===== config.mk =====
export PLATFORM = sky130hd
export DESIGN_NAME = oc_dt_channel
export DESIGN_NICKNAME = d
export VERILOG_FILES = /design/src/rtl/oc_dt_pkg.sv /design/src/rtl/oc_ccr_regs.sv /design/src/rtl/oc_ref_gen.sv /design/src/rtl/oc_deadtime.sv /design/src/rtl/oc_out_gate.sv /design/src/rtl/oc_dt_channel.sv
export SDC_FILE = /design/constraint.sdc
export NUM_CORES = 1
export LEC_CHECK = 0
export BUFFER_PORTS_ARGS = -buffer_cell sky130_fd_sc_hd__buf_4
export CAP_MARGIN = 30
export CORE_MARGIN = 1.5
export CORE_UTILIZATION = 49
export DETAILED_ROUTE_END_ITERATION = 16
export GPL_ROUTABILITY_DRIVEN = 0
export GPL_TIMING_DRIVEN = 0
export PLACE_DENSITY = 0.76
export SLEW_MARGIN = 5
export SYNTH_ARGS = -nofsm -noshare
export SYNTH_HDL_FRONTEND = slang
export SYNTH_SLANG_ARGS = --single-unit

===== constraint.sdc =====
create_clock -name clk_i -period 1.95 [get_ports clk_i]
set_clock_uncertainty 0.05 [all_clocks]
set_input_delay 0.0975 -clock clk_i [delete_from_list [all_inputs] [get_ports clk_i]]
set_output_delay 0.0975 -clock clk_i [all_outputs]
set_load 0.005 [all_outputs]

===== src/rtl/oc_dt_pkg.sv =====
package oc_dt_pkg;
  typedef enum logic [2:0] {
    OC_HOLD     = 3'd0,
    OC_SET_HIT  = 3'd1,
    OC_CLR_HIT  = 3'd2,
    OC_TGL_HIT  = 3'd3,
    OC_FORCE_LO = 3'd4,
    OC_FORCE_HI = 3'd5,
    OC_PWM_LT   = 3'd6,
    OC_PWM_GE   = 3'd7
  } oc_mode_e;

  localparam int unsigned OUT_MAIN = 0;
  localparam int unsigned OUT_COMP = 1;
  localparam int unsigned NUM_OUTS = 2;
endpackage


===== src/rtl/oc_ccr_regs.sv =====
module oc_ccr_regs #(
  parameter int unsigned BYTE_W    = 8,
  parameter int unsigned NUM_BYTES = 2,
  localparam int unsigned VAL_W    = BYTE_W * NUM_BYTES
) (
  input  logic              clk_i,
  input  logic              rst_ni,
  input  logic              wr_hi_i,
  input  logic              wr_lo_i,
  input  logic [BYTE_W-1:0] wr_data_i,
  input  logic              preload_en_i,
  input  logic              upd_i,
  output logic [VAL_W-1:0]  shadow_o
);
  logic [VAL_W-1:0]     stage_q, shadow_q;
  logic                 wip_q;
  logic                 xfer;
  logic [NUM_BYTES-1:0] lane_we;

  // lowest lane takes the low strobe, highest lane the high strobe
  always_comb begin
    lane_we = '0;
    lane_we[0] = wr_lo_i;
    lane_we[NUM_BYTES-1] = lane_we[NUM_BYTES-1] | wr_hi_i;
  end

  always_ff @(posedge clk_i or negedge rst_ni) begin
    if (!rst_ni) begin
      stage_q <= '0;
    end else begin
      for (int b = 0; b < NUM_BYTES; b++) begin
        if (lane_we[b]) stage_q[b*BYTE_W +: BYTE_W] <= wr_data_i;
      end
    end
  end

  always_ff @(posedge clk_i or negedge rst_ni) begin
    if (!rst_ni)      wip_q <= 1'b0;
    else if (wr_lo_i) wip_q <= 1'b0;
    else if (wr_hi_i) wip_q <= 1'b1;
  end

  assign xfer = !wip_q && (!preload_en_i || upd_i);

  always_ff @(posedge clk_i or negedge rst_ni) begin
    if (!rst_ni)   shadow_q <= '0;
    else if (xfer) shadow_q <= stage_q;
  end

  assign shadow_o = shadow_q;

  AST_DEFER_HOLD: assert property (@(posedge clk_i) disable iff (!rst_ni)
    (preload_en_i && !upd_i) |=> $stable(shadow_o));
  AST_PENDING_HOLD: assert property (@(posedge clk_i) disable iff (!rst_ni)
    (wr_hi_i && !wr_lo_i) |=> ##1 $stable(shadow_o) || $past(wr_lo_i));
endmodule


===== src/rtl/oc_ref_gen.sv =====
module oc_ref_gen
  import oc_dt_pkg::*;
#(
  parameter int unsigned CNT_W = 16
) (
  input  logic             clk_i,
  input  logic             rst_ni,
  input  logic [CNT_W-1:0] cnt_i,
  input  logic [CNT_W-1:0] shadow_i,
  input  logic [3:0]       mode_i,
  input  logic             clr_en_i,
  input  logic             ext_clr_i,
  output logic             match_o,
  output logic             ref_o
);
  oc_mode_e mode;
  logic     ref_q, ref_d, clr_req;

  assign mode    = oc_mode_e'(mode_i[2:0]);
  assign match_o = (cnt_i == shadow_i);
  assign clr_req = clr_en_i && ext_clr_i;

  always_comb begin
    ref_d = ref_q;
    unique case (mode)
      OC_HOLD:     ref_d = ref_q;
      OC_SET_HIT:  if (match_o) ref_d = 1'b1;
      OC_CLR_HIT:  if (match_o) ref_d = 1'b0;
      OC_TGL_HIT:  if (match_o) ref_d = !ref_q;
      OC_FORCE_LO: ref_d = 1'b0;
      OC_FORCE_HI: ref_d = 1'b1;
      OC_PWM_LT:   ref_d = (cnt_i < shadow_i);
      OC_PWM_GE:   ref_d = (cnt_i >= shadow_i);
      default:     ref_d = ref_q;
    endcase
    if (clr_req) ref_d = 1'b0;
  end

  always_ff @(posedge clk_i or negedge rst_ni) begin
    if (!rst_ni) ref_q <= 1'b0;
    else         ref_q <= ref_d;
  end

  assign ref_o = ref_q;

  AST_CLEAR_LOW: assert property (@(posedge clk_i) disable iff (!rst_ni)
    (clr_en_i && ext_clr_i) |=> !ref_o);
  AST_TOGGLE_FLIP: assert property (@(posedge clk_i) disable iff (!rst_ni)
    (mode_i[2:0] == 3'd3 && match_o && !(clr_en_i && ext_clr_i)) |=> (ref_o != $past(ref_o)));
  AST_HOLD_STILL: assert property (@(posedge clk_i) disable iff (!rst_ni)
    (mode_i[2:0] == 3'd0 && !(clr_en_i && ext_clr_i)) |=> $stable(ref_o));
endmodule


===== src/rtl/oc_deadtime.sv =====
module oc_deadtime #(
  parameter int unsigned DT_W = 8
) (
  input  logic            clk_i,
  input  logic            rst_ni,
  input  logic            ref_i,
  input  logic [DT_W-1:0] dt_i,
  output logic            main_o,
  output logic            comp_o
);
  logic            ref_prev_q, edge_seen, elapsed;
  logic [DT_W-1:0] wait_q;

  assign edge_seen = (ref_i != ref_prev_q);

  always_ff @(posedge clk_i or negedge rst_ni) begin
    if (!rst_ni) begin
      ref_prev_q <= 1'b0;
      wait_q     <= '0;
    end else begin
      ref_prev_q <= ref_i;
      if (edge_seen)         wait_q <= (dt_i == '0) ? '0 : dt_i - 1'b1;
      else if (wait_q != '0) wait_q <= wait_q - 1'b1;
    end
  end

  // first cycle after a reference edge counts as elapsed only for zero dead-time
  assign elapsed = edge_seen ? (dt_i == '0) : (wait_q == '0);
  assign main_o  =  ref_i && elapsed;
  assign comp_o  = !ref_i && elapsed;

  AST_NO_OVERLAP: assert property (@(posedge clk_i) disable iff (!rst_ni)
    !(main_o && comp_o));
  AST_MAIN_AFTER_REF: assert property (@(posedge clk_i) disable iff (!rst_ni)
    ($rose(main_o) && dt_i != '0) |-> $past(ref_i));
  AST_COMP_AFTER_REF: assert property (@(posedge clk_i) disable iff (!rst_ni)
    ($rose(comp_o) && dt_i != '0) |-> !$past(ref_i));
endmodule


===== src/rtl/oc_out_gate.sv =====
module oc_out_gate
  import oc_dt_pkg::*;
(
  input  logic [NUM_OUTS-1:0] sig_i,
  input  logic [NUM_OUTS-1:0] en_i,
  input  logic [NUM_OUTS-1:0] pol_i,
  input  logic                moe_i,
  input  logic                off_idle_sel_i,
  input  logic                off_run_sel_i,
  output logic [NUM_OUTS-1:0] out_o
);
  for (genvar i = 0; i < NUM_OUTS; i++) begin : g_out
    logic live, off_drive;
    assign live      = moe_i && en_i[i];
    assign off_drive = moe_i ? off_run_sel_i : off_idle_sel_i;
    // disabled path: constant zero replaces the dead-timed signal, then polarity if driven
    assign out_o[i]  = live ? (sig_i[i] ^ pol_i[i]) : (off_drive && pol_i[i]);
  end
endmodule


===== src/rtl/oc_dt_channel.sv =====
module oc_dt_channel
  import oc_dt_pkg::*;
#(
  parameter int unsigned BYTE_W = 8,
  parameter int unsigned DT_W   = 8,
  localparam int unsigned CNT_W = 2 * BYTE_W
) (
  input  logic              clk_i,
  input  logic              rst_ni,
  input  logic [CNT_W-1:0]  cnt_i,
  input  logic              upd_i,
  input  logic              wr_hi_i,
  input  logic              wr_lo_i,
  input  logic [BYTE_W-1:0] wr_data_i,
  input  logic              preload_en_i,
  input  logic [3:0]        mode_i,
  input  logic              clr_en_i,
  input  logic              ext_clr_i,
  input  logic [DT_W-1:0]   dt_i,
  input  logic              main_en_i,
  input  logic              comp_en_i,
  input  logic              main_pol_i,
  input  logic              comp_pol_i,
  input  logic              moe_i,
  input  logic              off_idle_sel_i,
  input  logic              off_run_sel_i,
  output logic              match_o,
  output logic              ref_o,
  output logic              out_main_o,
  output logic              out_comp_o
);
  logic [CNT_W-1:0]    shadow;
  logic                ref_w, dt_main, dt_comp;
  logic [NUM_OUTS-1:0] gate_sig, gate_en, gate_pol, gate_out;

  oc_ccr_regs #(.BYTE_W(BYTE_W), .NUM_BYTES(2)) u_ccr (
    .clk_i, .rst_ni, .wr_hi_i, .wr_lo_i, .wr_data_i,
    .preload_en_i, .upd_i, .shadow_o(shadow)
  );

  oc_ref_gen #(.CNT_W(CNT_W)) u_ref (
    .clk_i, .rst_ni, .cnt_i, .shadow_i(shadow), .mode_i,
    .clr_en_i, .ext_clr_i, .match_o, .ref_o(ref_w)
  );

  oc_deadtime #(.DT_W(DT_W)) u_dt (
    .clk_i, .rst_ni, .ref_i(ref_w), .dt_i,
    .main_o(dt_main), .comp_o(dt_comp)
  );

  always_comb begin
    gate_sig = '0; gate_en = '0; gate_pol = '0;
    gate_sig[OUT_MAIN] = dt_main;    gate_sig[OUT_COMP] = dt_comp;
    gate_en[OUT_MAIN]  = main_en_i;  gate_en[OUT_COMP]  = comp_en_i;
    gate_pol[OUT_MAIN] = main_pol_i; gate_pol[OUT_COMP] = comp_pol_i;
  end

  oc_out_gate u_gate (
    .sig_i(gate_sig), .en_i(gate_en), .pol_i(gate_pol),
    .moe_i, .off_idle_sel_i, .off_run_sel_i, .out_o(gate_out)
  );

  assign ref_o      = ref_w;
  assign out_main_o = gate_out[OUT_MAIN];
  assign out_comp_o = gate_out[OUT_COMP];

  AST_IDLE_IGNORES_REF: assert property (@(posedge clk_i) disable iff (!rst_ni)
    (!moe_i && !off_idle_sel_i) |-> (!out_main_o && !out_comp_o));
endmodule


**Word level (Yosys, flattened, before mapping)**

Cells that the tools add are included.

- Reduce and logical (&&, ||, !) cells: 19
- $add $sub $neg: 2
- $mul: 0
- Divide/modulo/power cells: 0
- Equality and inequality tests: 13
- Muxes and demuxes: 14
- $lt $le $gt $ge: 2
- Shifts and indexed selects: 0
- Bitwise operators: 2

Operators by type and width:

| kind | number |
|---|---|
| $mux 8 | 3 |
| $eq 16x16->1 | 1 |
| $ge 16x16->1 | 1 |
| $logic_not 8->1 | 2 |
| $lt 16x16->1 | 1 |
| $sub 8x1->8 const B | 2 |
| $eq 3x3->1 const B | 4 |
| $mux 1 | 10 |
| $ne 3x2->1 const B | 3 |
| $logic_and 1x1->1 | 8 |
| $reduce_bool 8->1 | 1 |
| $pmux 1 s7 | 1 |
| $eq 3x2->1 const B | 2 |
| $reduce_and 4->1 | 1 |
| $reduce_bool 2->1 | 2 |
| $eq 3x1->1 const B | 1 |
| $logic_not 1->1 | 3 |
| $logic_not 3->1 | 1 |
| $ne 2x1->1 const B | 1 |
| $xor 1x1->1 | 2 |
| $logic_or 1x1->1 | 1 |
| $ne 1x1->1 | 1 |

- Output and inout bits: 4
- Word-level logic and storage cells: 59
- Flip-flop bits (word level): 43
- Bits in read-only memories: 0
- Memories: 0
- Input bits: 51
- Bits in writable memories: 0
- Latch bits: 0

**Depth between registers and ports, before layout**

Gate-level depths: netlist of the first run.

- Depth after elaboration: 5
- Gate-level depth with buffers: 8
- Mapped depth without buffers: 7

**Modules after synthesis**

A second synthesis of the first run with hierarchy kept.

- Cell total of the unflattened synthesis: 234
- Area total of the unflattened synthesis: 2596.2 um^2

Modules (own cells, without submodules):

| module | area each (um^2) | sequential area each (um^2) | instances | cells an instance |
|---|---|---|---|---|
| oc_ccr_regs | 1281.2 | 825.8 | 1 | 72 |
| oc_deadtime | 665.6 | 225.2 | 1 | 74 |
| oc_ref_gen | 581.8 | 25.0 | 1 | 77 |
| oc_out_gate | 67.6 | 0.0 | 1 | 11 |

**Worst setup path after synthesis of the first run**

OpenSTA, ideal clock, no wires.

- Kind: register to output
- From: reg u_dt.wait_q[3]
- To: out out_comp_o
- Stages on the path, launching flop included: 7
- Required time: 1.803 ns
- Buffers on the path: 1
- Data arrival time: 1.920 ns
- Setup slack: -0.117 ns
- Path through: dfrtp_1 -> or4_4 -> or4_1 -> buf_2 -> a21oi_2 -> xnor2_1 -> o21ai_1

- Word-level cells in the longest chain between the ends: 5

Ends and longest elaborated chain:

| what | line | text |
|---|---|---|
| from (decl) | oc_deadtime.sv:12 | `logic [DT_W-1:0] wait_q;` |
| from (signal assigned) | oc_deadtime.sv:22 | `if (edge_seen) wait_q <= (dt_i == '0) ? '0 : dt_i - 1'b1;` |
| from (signal assigned) | oc_deadtime.sv:23 | `else if (wait_q != '0) wait_q <= wait_q - 1'b1;` |
| $logic_not 8->1 | oc_deadtime.sv:28 | `assign elapsed = edge_seen ? (dt_i == '0) : (wait_q == '0);` |
| $mux 1 | oc_deadtime.sv:28 |  |
| $logic_and 1x1->1 | oc_deadtime.sv:30 | `assign comp_o = !ref_i && elapsed;` |
| $xor 1x1->1 | oc_out_gate.sv:17 | `assign out_o[i] = live ? (sig_i[i] ^ pol_i[i]) : (off_drive && pol_i[i]);` |
| $mux 1 | oc_out_gate.sv:17 |  |
| to (decl) | oc_dt_channel.sv:30 | `output logic out_comp_o` |

No other way between the ends.

**Worst setup path in the final report of the first run**

- From: reg u_dt.wait_q[4]
- To: out out_comp_o

Same word-level chain as after synthesis.

==> results of run 1 <==
==> how the worst max path moves through the flow <==
| stage | start | to | slack (ns) | depth (start not counted) |
|---|---|---|---|---|
| finish | u_dt.wait_q[4] | out_comp_o | -0.49 | 6 |
| global route | u_ref.ref_o | out_comp_o | -0.58 | 6 |
| CTS | u_dt.wait_q[4] | out_comp_o | -0.52 | 6 |
| detailed placement | dt_i[0] | u_dt.wait_q[3] | -0.55 | 8 |
| global placement | dt_i[0] | u_dt.wait_q[3] | -0.51 | 8 |
| floorplan | u_dt.wait_q[4] | out_comp_o | -0.1 | 6 |
==> routing by layer <==
| metal | track usage (%) | vias to the layer above | part of all wire (%) |
|---|---|---|---|
| li1 | - | 1021 | - |
| met1 | 24.3 | 955 | 43 |
| met2 | 38.3 | 39 | 51 |
| met3 | 3.18 | 10 | 3.9 |
| met4 | 6.29 | 0 | 1.4 |
| met5 | 0 | - | 0 |
==> state kept, by name (all words and copies together) (netlist names) <==
signal           count
u_ccr.stage_q       16
u_ccr.shadow_o      16
u_dt.ref_prev_q      1
u_ccr.wip_q          1
u_ref.ref_o          1
u_dt.wait_q          8
==> cells by family (layout without fill, tap and decap cells) <==
| group | after synthesis | after routing | synth area share [%] |
|---|---|---|---|
| AOI/OAI and AO/OA | 55 | 55 | 14.4 |
| xor gates and xnor gates | 12 | 12 | 4.35 |
| adders and majority gates | 18 | 18 | 9.32 |
| buffers and inverters | 31 | 108 | 4.87 |
| DFF | 43 | 43 | 44.5 |
| muxes | 18 | 18 | 8.38 |
| and+or+nand+nor | 70 | 70 | 14.1 |
==> final cells by class <==
class | count | area, µm² | area share, %
Buffer | 6 | 22.5 | 0.703
Clock buffer | 7 | 86.3 | 2.70
Clock inverter | 1 | 8.76 | 0.274
Inverter | 24 | 90.1 | 2.81
Multi-Input combinational cell | 173 | 1280 | 40.1
Sequential cell | 43 | 1080 | 33.6
Tap cell | 67 | 83.8 | 2.62
Timing Repair Buffer | 70 | 552 | 17.2
==> worst reg2reg max path, delay by kind of cell, from the launching register on <==
kind | cells | cell delay (ns)
flip-flops | 1 | 0.39
buffers and inverters | 2 | 0.28
AND/OR/NAND/NOR | 3 | 1.11
AO/OA/AOI/OAI | 2 | 0.22
==> Yosys cell counts, drive strengths merged <==
cell type / n
nor4: 4
buf: 1
o22ai: 1
nand3: 5
mux2: 18
xor2: 2
nand2b: 4
or4: 3
nand2: 23
or3b: 1
ha: 18
o31ai: 1
inv: 24
a22o: 2
a31oi: 1
o32ai: 2
o211a: 1
o22a: 4
nor3b: 1
o21ba: 1
a211oi: 2
nand4: 5
a21boi: 3
xnor2: 10
dfrtp: 43
clkbuf: 6
a21oi: 10
nor2: 16
o21ai: 25
and4: 1
nor3: 5
o221ai: 2
and3: 1
or3: 1
==> repair_timing <==
action | 4_1_cts | 5_1_grt
setup endpoints to repair | 12 | 12
hold buffers | 9 | 0
endpoints found under the hold margin | 58 | 0
setup buffers | 3 | 7
resized for setup | 3 | 10
pin swaps | 5 | 9
==> stage by stage <==
stage          total power [mW]  worst slack [ns]  hold slack (ns)  cell area (µm²)  setup TNS (ns)
5_1_grt                    2.82            -0.575           0.0542             3200           -2.73
4_1_cts                    2.59            -0.517           0.0295             3110           -3.27
3_5_place_dp               1.95            -0.552           0.0778             2890           -3.94
2_1_floorplan              1.71           -0.0963           -0.248             2430          -0.250
3_3_place_gp               1.92            -0.510           0.0741             2890           -3.73
6_report                   2.64            -0.492           0.0399             3200           -2.22
==> report_power, final <==
part,switching (mW),internal (mW),total [mW]
clock network,0.295,0.290,0.585
registers,0.116,1.06,1.18
logic,0.431,0.442,0.874
total,0.842,1.79,2.64
==> run metrics, run 1 <==
final max-slew violation count=0; status=finished with violations; Initial DRC Count=61; CTS Root Cell=clkbuf_8; worst r2r dst=u_dt.wait_q[2]; global route overflow=0; CTS clk-pin slew, worst paths=0.08 ns; initial core utilization=51.2%; Post-DP HPWL=3830 µm; number of setup violations in the final report=10; Worst R2R Path Depth=7; r2r startpoint=u_dt.wait_q[4]; initial antenna violation count=0; worst-margin pin slew=0.614 ns; std cell rows=25; final hold vios=0; leading area contributor after synthesis=dfrtp_1; CP max-delay cell=or4_4; area grow syn2layout=32.5%; total number of vias=2025; VDD IR max=0.543 mV; synth unique cells=38; worst skew pair latency=0.29 ns; Fillers=376; CP most frequent cell=or4_4; CP Class=flop to output port; number of remaining DRC errors=0; commonest non-fill, non-tap cell in the layout=buf_4; crit-path leading delay family=simple AND/OR/NAND/NOR gates; final core utilization=67.8%; Post-Syn Instances=247; pwr/cell area=823 nW/µm²; crit path max fanout=3; H-tree depth=2; CTS tree=built; syn_nets=316; Hold Path Class=primary input to flop; Worst Hold End=u_ref.ref_o; CTS Sinks=43; mean post-synth cell area=9.79 µm²; Worst R2R Setup Slack=-0.24 ns; Total Wirelength=5210 µm; Buffers & Inverters on Critical Path=1; ANT cells=0; total CTS buffers=5; vias in the first global route=2024; LEAKAGE=1.49 nW; CP startpoint kind=flop; Critical Path End Type=output port; hold_sp=ext_clr_i; area of the die=5360 µm²; Final Non-Filler Cells=391; Final period util=125%; first-pass detailed-route iteration total=4; io pins=55; first-pass GRT wire length=8510 µm; Final Critical Period=2.44 ns; synth warn=0; top-area cell type share of the netlist area=44.5%; largest net degree at the start of global routing=44; Slew Limit Headroom=58.8%; commonest cells after routing, fill and taps aside=60 x buf_4, 43 x dfrtp_1, 24 x inv_1; Cell Area, Synth=2420 µm²; hold path cells=3; routed len/inst=13.3 µm; Fmax=410 MHz; Final nets=392; dpl cells=365; max cap viols=0; chip height=73.2 µm; Clock Path Buffers=2; critical path required time=1.80 ns; failing checks=negative setup slack; chip width=73.2 µm; DR vias/cell=5.18; core area=4720 µm²; RSZ-0062 raised after global routing=yes; Seq cells post-synth=43; layout cell share with drive strength beyond 1=30.6%; arrival time at the worst endpoint=2.29 ns; final worst setup slack=-0.492 ns; GRT Total Usage=20.7%; max incr delay on CP=0.57 ns; critical path cell sequence=or4_4 > or4_4 > a21oi_4 > xnor2_1 > o21ai_1 > buf_4; register area share after synthesis=44.5%; I/O Buffers=51; top post-synthesis cells by area=dfrtp_1 45%, ha_1 9.3%, mux2_2 8.4%, o21ai_0 4.8%, inv_1 3.7%; Final ANT Viol Nets=0
(Power assumes the default switching activity.)
==> run 2: changes to the inputs <==
--- a/config.mk
+++ b/config.mk
@@ -8,12 +8,12 @@
 export BUFFER_PORTS_ARGS = -buffer_cell sky130_fd_sc_hd__buf_4
 export CAP_MARGIN = 30
 export CORE_MARGIN = 1.5
-export CORE_UTILIZATION = 49
+export CORE_UTILIZATION = 40
 export DETAILED_ROUTE_END_ITERATION = 16
 export GPL_ROUTABILITY_DRIVEN = 0
 export GPL_TIMING_DRIVEN = 0
-export PLACE_DENSITY = 0.76
 export SLEW_MARGIN = 5
 export SYNTH_ARGS = -nofsm -noshare
 export SYNTH_HDL_FRONTEND = slang
+export SYNTH_HIERARCHICAL = 1
 export SYNTH_SLANG_ARGS = --single-unit
==> run 2 against run 1 <==
The flow still finishes with violations (negative setup slack). Critical path depth is 1 higher. Fmax is 16% higher. Register-to-register slack better by 0.36 ns. Global-route usage is 4.5 points lower. Routed wire length is 3.5% higher. Synthesized cell count is 5.3% lower. Cell area is 7.7% higher. First-iteration DRC count is 54% lower. Combinational power is 19% higher. Via count is 2.5% lower. Count of clock-buffer cells in the layout is 2 lower. Critical path type unchanged. Largest cell class unchanged. Largest power group unchanged. Highest routed layer unchanged.
==> run metrics, run 2 <==
CP startpoint kind=flop; failing checks=negative setup slack; TNS Setup=-0.259 ns (+1.96 ns); GRT Total Usage=16.1% (-4.5 points); Worst R2R Path Depth=7 (unchanged); status=finished with violations; area grow syn2layout=32.8%; layout cell share with drive strength beyond 1=40.9% (+10 points); CP max-delay cell=dfrtp_1; synth unique cells=51 (+34%); worst r2r dst=u_ref/ref_o; VDD IR max=0.584 mV (+7.5%); Final Critical Period=2.10 ns (-0.342 ns); critical path cell sequence=nor4_4 > nand4_1 > clkbuf_8 > a21oi_4 > nand2_2 > o311ai_2 > buf_4; crit path max fanout=2 (-1); final worst setup slack=-0.150 ns (+0.342 ns); Synth async-reset ratio=100% (unchanged); first-pass GRT wire length=9060 µm (+6.5%); Final ANT Viol Nets=0 (unchanged); syn_nets=305 (-3.5%); Post-synth EDFFs=0 (unchanged); Total Wirelength=5390 µm (+3.5%); Post-DP HPWL=3970 µm (+3.8%); register area share after synthesis=41.4% (-3.1 points); LEAKAGE=1.59 nW (+6.9%); CTS tree=built; initial antenna violation count=0 (unchanged); top post-synthesis cells by area=dfrtp_1 41%, ha_1 9.6%, mux2_2 9.5%, mux2_4 5.8%, inv_1 3.3%; ANT cells=0 (unchanged); CTS Sinks=43 (unchanged); hold path cells=3 (unchanged); critical path required time=1.80 ns (about the same); Seq cells post-synth=43 (unchanged); CP Class=flop to output port; mean post-synth cell area=11.1 µm² (+13%); vias in the first global route=2016 (-0.40%); area of the die=6980 µm² (+30%); most frequent cell after synthesis=dfrtp_1; CTS clk-pin slew, worst paths=0.09 ns (about the same); number of setup violations in the final report=2 (-8); commonest cells after routing, fill and taps aside=62 x buf_4, 42 x dfrtp_1, 23 x inv_1; Final nets=383 (-2.3%); number of remaining DRC errors=0 (unchanged); final max-slew violation count=0 (unchanged); total CTS buffers=5 (unchanged); post-route cell area=3450 µm² (+7.7%); hold_sp=ext_clr_i; DR vias/cell=5.06 (-2.2%); Initial DRC Count=28 (-54%); most frequent cells after synthesis=43 x dfrtp_1, 23 x inv_1, 22 x mux2_2; total number of vias=1975 (-2.5%); io pins=55 (unchanged); Slew Limit Headroom=63.1% (+4.3 points); I/O Buffers=51 (unchanged); initial core utilization=41.1% (-10 points); ys flop type=dfrtp_1; max incr delay on CP=0.43 ns (-0.14 ns); first-pass detailed-route iteration total=4 (unchanged); final hold vios=0 (unchanged); Cell Area, Synth=2600 µm² (+7.4%); worst-margin pin slew=0.553 ns (-0.0604 ns); commonest non-fill, non-tap cell in the layout=buf_4; H-tree depth=2 (unchanged); Worst Hold End=u_ref/ref_o; chip height=83.6 µm (+14%); Clock Path Buffers=2 (unchanged); largest net degree at the start of global routing=44 (unchanged); Hold Path Class=primary input to flop; Post-Syn Instances=234 (-5.3%); std cell rows=29 (+16%); chip width=83.6 µm (+14%); core area=6310 µm² (+34%); global route overflow=0 (unchanged); routed len/inst=13.8 µm (+3.8%); pwr/cell area=830 nW/µm² (+0.75%); Critical Path End Type=output port; r2r startpoint=u_ccr/shadow_o[4]; top-area cell type share of the netlist area=41.4% (-3.1 points); Final period util=108% (-18 points); leading area contributor after synthesis=dfrtp_1; worst skew pair latency=0.30 ns (about the same); Fmax=476 MHz (+16%); RSZ-0062 raised after global routing=yes; Worst R2R Setup Slack=0.12 ns (+0.36 ns); synth warn=6 (+6); CTS Root Cell=clkbuf_8; placed inst area=3080 µm² (+6.3%); max cap viols=0 (unchanged); arrival time at the worst endpoint=1.95 ns (-0.34 ns)
[run 2: cell types whose count changed in the layout (fill, tap and decap cells not counted), sizes merged, moves of 7 or more]
cell / delta
clkbuf: -7
nor2: -7
nand2: -9
mux2: +14
o21ai: -16
[run 2: cell type report]
| cell class | instances | area [µm²] |
|---|---|---|
| clock buffer | 5 | 68.8 |
| sequential | 43 | 1080 |
| inverter | 23 | 86.3 |
| multi-input combinational | 164 | 1500 |
| clock inverter | 3 | 23.8 |
| fill | 572 | 2870 |
| tap | 77 | 96.3 |
| buffer | 4 | 43.8 |
| timing repair buffer | 71 | 556 |
[run 2: layer usage]
metal	vias to the layer above	routed length [µm]	global-route usage (%)
met5	-	0	0
met4	0	58	4.47
met1	931	2500	20.8
met3	5	214	3.56
met2	43	2620	27.3
li1	996	-	-
[run 2: what timing repair did]
item,in CTS,in global routing
cloned,0,0
pin swaps,5,8
setup endpoints to repair,2,4
hold endpoints to repair,59,0
buffers inserted,5,6
resized for setup,12,5
hold buffers,9,0
[run 2: cells by family after synthesis]
group / count (synthesis) / synth area share [%]
compound gates: 43 / 11.5
flops: 43 / 41.4
simple gates: 57 / 13.4
fa+ha+maj: 20 / 9.64
xor+xnor: 12 / 4.05
mux: 32 / 15.3
buf+inv: 27 / 4.63
[run 2: worst max-delay path: cells and delay by family, from the launching register on]
family	cells	cell delay (ns)
simple gates	3	0.58
compound gates	2	0.32
flops	1	0.43
buf+inv	2	0.33
[run 2: worst max-delay path by stage]
stage | start | depth (start not counted) | to
2_1_floorplan | u_ref/ref_o | 6 | out_comp_o
3_3_place_gp | u_ref/ref_o | 7 | out_comp_o
3_5_place_dp | u_dt/wait_q[4] | 7 | out_comp_o
4_1_cts | u_dt/wait_q[2] | 7 | out_comp_o
5_1_grt | u_dt/wait_q[5] | 8 | out_main_o
6_report | u_dt/wait_q[5] | 7 | out_comp_o
[run 2: per-stage QoR]
stage | total power, mW | setup WS (ns) | utilization [%] | hold slack [ns] | instances
4_1_cts | 2.83 | -0.176 | 53.2 | 0.0221 | 384
3_5_place_dp | 2.13 | -0.242 | 48.7 | 0.0850 | 362
6_report | 2.86 | -0.150 | 54.6 | 0.0286 | 390
3_3_place_gp | 2.10 | -0.231 | 48.7 | 0.0811 | 362
5_1_grt | 3.07 | -0.287 | 54.6 | 0.0294 | 390
2_1_floorplan | 1.85 | 0.221 | - | -0.248 | 234
[run 2: power breakdown]
| group | total [mW] | switching, mW | internal, mW |
|---|---|---|---|
| Combinational | 1.04 | 0.456 | 0.589 |
| Sequential | 1.23 | 0.155 | 1.07 |
| Clock | 0.586 | 0.330 | 0.256 |
